[config.mk]
export PLATFORM = sky130hd
export DESIGN_NAME = wdog_pair
export DESIGN_NICKNAME = d
export VERILOG_FILES = /design/src/rtl/wdog_pkg.sv /design/src/rtl/wdog_ctrl.sv /design/src/rtl/wdog_dp.sv /design/src/rtl/wdog_pair.sv
export SDC_FILE = /design/constraint.sdc
export NUM_CORES = 1
export LEC_CHECK = 0
export ABC_AREA = 1
export BUFFER_PORTS_ARGS = -buffer_cell sky130_fd_sc_hd__clkbuf_2
export CAP_MARGIN = 20
export CORE_MARGIN = 2
export CORE_UTILIZATION = 32
export CTS_BUF_LIST = sky130_fd_sc_hd__clkbuf_8
export CTS_CLUSTER_SIZE = 14
export DETAILED_ROUTE_END_ITERATION = 7
export SYNTH_ARGS = -nofsm -noshare
export SYNTH_HDL_FRONTEND = slang
export SYNTH_SLANG_ARGS = --single-unit
[constraint.sdc]
create_clock -name clk -period 1.8 [get_ports clk]
set_input_delay 0.18 -clock clk [delete_from_list [all_inputs] [get_ports clk]]
set_output_delay 0.18 -clock clk [all_outputs]
set_load 0.01 [all_outputs]
[src/rtl/wdog_pkg.sv]
package wdog_pkg;
  localparam int ADDR_W = 5;
  localparam logic [ADDR_W-1:0] OFS_CFG = 5'h00;
  localparam logic [ADDR_W-1:0] OFS_STS = 5'h04;
  localparam logic [ADDR_W-1:0] OFS_CMD = 5'h08;
  localparam logic [ADDR_W-1:0] OFS_KEY = 5'h0C;
  localparam logic [ADDR_W-1:0] OFS_TMR = 5'h10;
  localparam logic [31:0] UNLOCK_KEY = 32'h0000_C45A;

  typedef struct packed {
    logic start;
    logic stop;
    logic tmrWr;
  } wdStrobe_t;

  typedef struct packed {
    logic [3:0] timerId;
    logic [7:0] period;
    logic       intEn;
    logic       rstEn;
  } wdCfg_t;
endpackage

[src/rtl/wdog_ctrl.sv]
module wdog_ctrl
  import wdog_pkg::*;
#(
  parameter int TLOAD_W = 29
) (
  input  logic               clk,
  input  logic               rstN,
  input  logic               busWe,
  input  logic [ADDR_W-1:0]  busAddr,
  input  logic [31:0]        busWdata,
  input  logic [7:0]         stsCount,
  input  logic [1:0]         stsExp,
  input  logic               tmrEn,
  input  logic               tmrPeriodic,
  input  logic [TLOAD_W-1:0] tmrLoad,
  output wdCfg_t             cfg,
  output wdStrobe_t          stb,
  output logic [31:0]        busRdata
);
  logic unlocked;
  logic cmdWr;
  logic [29:0] tmrLow;

  assign cmdWr = busWe && (busAddr == OFS_CMD);

  always_ff @(posedge clk or negedge rstN) begin
    if (!rstN) begin
      cfg      <= '0;
      unlocked <= 1'b0;
    end else begin
      if (busWe && busAddr == OFS_CFG) begin
        cfg.timerId <= busWdata[3:0];
        cfg.period  <= busWdata[11:4];
        cfg.intEn   <= busWdata[12];
        cfg.rstEn   <= busWdata[15];
      end
      if (cmdWr)
        unlocked <= 1'b0;
      else if (busWe && busAddr == OFS_KEY)
        unlocked <= (busWdata == UNLOCK_KEY);
    end
  end

  always_comb begin
    stb       = '0;
    stb.start = cmdWr && busWdata[0];
    stb.stop  = cmdWr && busWdata[1] && unlocked;
    stb.tmrWr = busWe && (busAddr == OFS_TMR);
  end

  assign tmrLow = 30'(tmrLoad);

  always_comb begin
    unique case (busAddr)
      OFS_CFG: busRdata = {16'b0, cfg.rstEn, 2'b0, cfg.intEn, cfg.period, cfg.timerId};
      OFS_STS: busRdata = {18'b0, stsExp, stsCount, 4'b0};
      OFS_TMR: busRdata = {tmrEn, tmrPeriodic, tmrLow};
      default: busRdata = 32'b0;
    endcase
  end

  // a command write always consumes the unlock
  a_r6_unlock_consumed: assert property (@(posedge clk) disable iff (!rstN)
    cmdWr |=> !unlocked);
  // configuration write lands in the period field
  a_r2_period_written: assert property (@(posedge clk) disable iff (!rstN)
    (busWe && busAddr == OFS_CFG) |=> cfg.period == $past(busWdata[11:4]));
endmodule

[src/rtl/wdog_dp.sv]
module wdog_dp
  import wdog_pkg::*;
#(
  parameter int TICK_DIV = 125,
  parameter int TLOAD_W  = 29,
  parameter int PAIR_ID  = 5
) (
  input  logic               clk,
  input  logic               rstN,
  input  logic [31:0]        busWdata,
  input  wdCfg_t             cfg,
  input  wdStrobe_t          stb,
  output logic [7:0]         countdown,
  output logic [1:0]         expCnt,
  output logic               tmrEn,
  output logic               tmrPeriodic,
  output logic [TLOAD_W-1:0] tmrLoad,
  output logic               irqPulse,
  output logic               sysRstReq
);
  localparam int DIV_W = (TICK_DIV > 1) ? $clog2(TICK_DIV) : 1;
  localparam logic [DIV_W-1:0] DIV_LAST = DIV_W'(TICK_DIV - 1);

  logic [DIV_W-1:0]   divCnt;
  logic               refPulse;
  logic [TLOAD_W-1:0] tmrRemain;
  logic               tmrExpire;
  logic               running;
  logic               wdTick;
  logic               expire;

  assign refPulse = (divCnt == DIV_LAST);

  always_ff @(posedge clk or negedge rstN) begin
    if (!rstN)                    divCnt <= '0;
    else if (stb.tmrWr || refPulse) divCnt <= '0;
    else                          divCnt <= divCnt + 1'b1;
  end

  assign tmrExpire = refPulse && tmrEn && (tmrRemain <= TLOAD_W'(1)) && !stb.tmrWr;

  always_ff @(posedge clk or negedge rstN) begin
    if (!rstN) begin
      tmrEn       <= 1'b0;
      tmrPeriodic <= 1'b0;
      tmrLoad     <= '0;
      tmrRemain   <= '0;
    end else if (stb.tmrWr) begin
      tmrEn       <= busWdata[31];
      tmrPeriodic <= busWdata[30];
      tmrLoad     <= busWdata[TLOAD_W-1:0];
      tmrRemain   <= busWdata[TLOAD_W-1:0];
    end else if (refPulse && tmrEn) begin
      if (tmrRemain <= TLOAD_W'(1)) begin
        tmrRemain <= tmrLoad;
        if (!tmrPeriodic) tmrEn <= 1'b0;
      end else begin
        tmrRemain <= tmrRemain - 1'b1;
      end
    end
  end

  assign wdTick = tmrExpire && running && (cfg.timerId == 4'(PAIR_ID));
  assign expire = wdTick && (countdown <= 8'd1) && !stb.start && !stb.stop;

  always_ff @(posedge clk or negedge rstN) begin
    if (!rstN) begin
      running   <= 1'b0;
      countdown <= '0;
      expCnt    <= '0;
    end else if (stb.stop) begin
      running <= 1'b0;
    end else if (stb.start) begin
      running   <= 1'b1;
      countdown <= cfg.period;
      expCnt    <= '0;
    end else if (wdTick) begin
      if (countdown <= 8'd1) begin
        countdown <= cfg.period;
        if (expCnt != 2'd3) expCnt <= expCnt + 1'b1;
      end else begin
        countdown <= countdown - 1'b1;
      end
    end
  end

  always_ff @(posedge clk or negedge rstN) begin
    if (!rstN) begin
      irqPulse  <= 1'b0;
      sysRstReq <= 1'b0;
    end else begin
      irqPulse <= expire && cfg.intEn;
      if (expire && expCnt == 2'd3 && cfg.rstEn) sysRstReq <= 1'b1;
    end
  end

  // reset request never drops before the global reset
  a_r8_rst_sticky: assert property (@(posedge clk) disable iff (!rstN)
    sysRstReq |=> sysRstReq);
  // request only rises with reset enabled
  a_r8_rst_needs_en: assert property (@(posedge clk) disable iff (!rstN)
    $rose(sysRstReq) |-> $past(cfg.rstEn));
  // interrupt only with interrupt enable
  a_r7_irq_needs_en: assert property (@(posedge clk) disable iff (!rstN)
    irqPulse |-> $past(cfg.intEn));
  // start reloads countdown and clears expirations
  a_r5_start_reload: assert property (@(posedge clk) disable iff (!rstN)
    (stb.start && !stb.stop) |=> (expCnt == 2'd0 && countdown == $past(cfg.period)));
  // running only falls through an accepted stop
  a_r6_stop_only: assert property (@(posedge clk) disable iff (!rstN)
    $fell(running) |-> $past(stb.stop));
  // one-shot timer disables itself after expiring
  a_r9_oneshot_off: assert property (@(posedge clk) disable iff (!rstN)
    (tmrExpire && !tmrPeriodic) |=> !tmrEn);
endmodule

[src/rtl/wdog_pair.sv]
module wdog_pair
  import wdog_pkg::*;
#(
  parameter int TICK_DIV = 125,
  parameter int TLOAD_W  = 29,
  parameter int PAIR_ID  = 5
) (
  input  logic        clk,
  input  logic        rstN,
  input  logic        busWe,
  input  logic [4:0]  busAddr,
  input  logic [31:0] busWdata,
  output logic [31:0] busRdata,
  output logic        irqPulse,
  output logic        sysRstReq
);
  wdCfg_t             cfg;
  wdStrobe_t          stb;
  logic [7:0]         countdown;
  logic [1:0]         expCnt;
  logic               tmrEn;
  logic               tmrPeriodic;
  logic [TLOAD_W-1:0] tmrLoad;

  wdog_ctrl #(.TLOAD_W(TLOAD_W)) u_ctrl (
    .clk(clk), .rstN(rstN), .busWe(busWe), .busAddr(busAddr),
    .busWdata(busWdata), .stsCount(countdown), .stsExp(expCnt),
    .tmrEn(tmrEn), .tmrPeriodic(tmrPeriodic), .tmrLoad(tmrLoad),
    .cfg(cfg), .stb(stb), .busRdata(busRdata)
  );

  wdog_dp #(.TICK_DIV(TICK_DIV), .TLOAD_W(TLOAD_W), .PAIR_ID(PAIR_ID)) u_dp (
    .clk(clk), .rstN(rstN), .busWdata(busWdata), .cfg(cfg), .stb(stb),
    .countdown(countdown), .expCnt(expCnt), .tmrEn(tmrEn),
    .tmrPeriodic(tmrPeriodic), .tmrLoad(tmrLoad),
    .irqPulse(irqPulse), .sysRstReq(sysRstReq)
  );
endmodule

==> impl_metrics.tcl <==
set metrics [dict create \
    synthFlopType "dfrtp_1" \
    final_area_sq_mm 0.00717 \
    clk_path_buf_depth 2 \
    worstMarginPinSlew_ns 0.676 \
    place_area_sq_mm 0.00678 \
    slew_headroom 0.548 \
    ys_types 35 \
    clock_latency_ns 0.39 \
    cts_made_buffers 9 \
    synth_edf_count 0 \
    grt_pass1_vias 5519 \
    synth_nets 869 \
    final_nets 981 \
    start_util 0.326 \
    fin_crit_sh 0.968 \
    yosysSeqAreaShare 0.405 \
    grt_max_degree 38 \
    wl_per_cell_um 14.8 \
    power_density_mw_per_mm2 1080 \
    die_w_um 139 \
    cts_tree "yes" \
    timing.setup.tns_ns 0 \
    std_cell_rows 49 \
    grt_antenna_before_repair 0 \
    arrival_ns 2.01 \
    io_buffers 72 \
    period_minus_slack_ns 1.74 \
    leakage_nw 3.63 \
    netlist_area_sq_mm 0.00586 \
    drt_wl_total_um 17300 \
    synth-async-reset-ratio 1.00 \
    grt.overflow.total 0 \
    hold_start "busWdata[18]" \
    crit_start "u_dp.tmrRemain[2]" \
    drv_slew 0 \
    layout-drive-gt1-share 0.235 \
    vias_per_cell 4.82 \
    status "finished, final reports clean" \
    fmax_mhz 574 \
    fin_skew_ns 0.0165 \
    place_inst 1142 \
    gp_congestion 0.872 \
    core_area_sq_mm 0.0180 \
    root_buffer "clkbuf_8" \
    final_cell_mix "nand2_1 (208), inv_1 (110), dfrtp_1 (89), nor2_1 (84), o21ai_0 (74)" \
    grt_pass1_wl_um 28000 \
    hold_class "in -> reg" \
    setup_viol 0 \
    die_h_um 139 \
    endpoint_kind "flip-flop" \
    layoutNonFillerInstCount 1168 \
    required_ns 2.07 \
    irDropWorstVdd_mv 0.462 \
    gr-usage-all-layers 0.180 \
    dpl.hpwl_um 13400 \
    worstPathMaxFanout 22 \
    drc 0 \
    maxCapViolCount 0 \
    ant_nets 0 \
    final_common_cell "nand2_1" \
    start_kind "flip-flop" \
    ys_seq_elements 95 \
    path_clk_slew_ns 0.11 \
    finalHoldViolCount 0 \
    syn_inst 822 \
    numClockSinks 95 \
    critPathKind "reg -> reg" \
    rsz0062_at_grt "yes" \
    avgSynthCellArea_sq_um 7.13 \
    first_pass_iters 5 \
    dieArea_sq_mm 0.0194 \
    vias 5627 \
    r2r_start "u_dp.tmrRemain[2]" \
    antennaDiodeCount 0 \
    io_pins 74 \
    drt_iter0_drc 328 \
    yosys_warnings 0 \
    htreeDepth 3 \
    syn2layout_area_growth_pct 22.3 \
]
synthesized netlist by cell type, types with 5 or more instances:
cell	number	area [sq um]
nand3_1	73	365
nor4_1	5	31.3
nor2_2	12	75.1
o221ai_1	7	61.3
nand2_2	13	81.3
buf_4	5	37.5
nand4_1	10	62.6
ha_1	7	87.6
nand2_1	211	792
o21ai_0	75	375
nor2_1	98	368
buf_2	8	40.0
o211ai_1	7	52.6
dfrtp_1	95	2380
clkbuf_1	10	37.5
a21oi_1	9	45.0
inv_1	111	417
mux2_2	8	90.1
xor2_1	18	158
sequential cells by signal (all words and copies together), names as in the netlist:
| signal | cells |
|---|---|
| u_dp.sysRstReq | 1 |
| u_dp.tmrEn | 1 |
| u_dp.divCnt | 7 |
| u_dp.countdown | 8 |
| u_ctrl.cfg | 14 |
| u_dp.running | 1 |
| u_dp.tmrRemain | 29 |
| u_dp.irqPulse | 1 |
| u_dp.tmrPeriodic | 1 |
| u_ctrl.unlocked | 1 |
| u_dp.expCnt | 2 |
| u_dp.tmrLoad | 29 |
kinds of logic (layout without fill, tap and decap cells):
family                     after synthesis  in the layout  synth area share
AOI/OAI and AO/OA                      111            111             0.107
and+or+nand+nor                        437            439             0.325
muxes                                    8              8            0.0154
other                                    1              1          0.000639
buffers and inverters                  142            257            0.0996
xor gates and xnor gates                21             21            0.0314
adders and majority gates                7              7            0.0149
DFF                                     95             95             0.405
report_power, final:
| group | total, W | switching, W | internal [W] |
|---|---|---|---|
| logic | 0.00327 | 0.00196 | 0.00131 |
| registers | 0.00313 | 0.000441 | 0.00268 |
| clock network | 0.00134 | 0.000838 | 0.000506 |
area by class of cell:
cell class	instances	area, sq um
clock inverter	7	48.8
tap	229	287
timing repair buffer	125	861
fill	1867	10800
clock buffer	9	124
inverter	116	435
multi-input combinational	587	3030
sequential	95	2380
what timing repair did:
item | CTS | global route
endpoints found under the hold margin | 23 | 0
pin swaps | 0 | 8
resized for setup | 2 | 43
gates cloned | 0 | 2
endpoints found under the setup margin | 10 | 41
buffers inserted | 0 | 7
hold buffers | 1 | 0
path summary, 6_finish.rpt:
kind                                           to  slack [ns]  depth (start not counted)
worst max register to register  u_dp.tmrRemain[1]        0.06                          9
max in group asynchronous        u_dp.tmrLoad[28]        0.94                          3
worst min register to register     u_dp.sysRstReq        0.49                          1
worst max-delay path            u_dp.tmrRemain[1]        0.06                          9
min in group asynchronous           u_ctrl.cfg[0]        0.24                          2
worst min-delay path             u_dp.tmrLoad[18]        0.03                          3
per-stage QoR:
stage / hold WS, ns / total power (W) / util / worst slack (ns)
after global placement: 0.128 / 0.00613 / 0.377 / -0.00145
after CTS: 0.0208 / 0.00754 / 0.388 / 0.00217
after global routing: 0.0467 / 0.00837 / 0.399 / -0.0679
after floorplan: -0.116 / 0.00522 / - / 0.131
after detailed placement: 0.137 / 0.00617 / 0.377 / -0.0484
final: 0.0330 / 0.00774 / 0.399 / 0.0580
worst max-delay path, stage by stage (launching register included):
cell and delay (ns):
dfrtp_1 0.43, nor2_1 0.18, nand3_2 0.15, inv_1 0.12, nand2_1 0.12, nor2_2 0.15
nor2_2 0.07, buf_12 0.16, o21ai_0 0.17, o21bai_1 0.08
per-layer routing:
layer  part of all wire  global-route usage
met5                  0                   0
met4              0.017              0.0595
met3              0.034              0.0213
met2               0.47               0.295
met1               0.48               0.246
No activity file was read; power rests on OpenSTA's default activity.
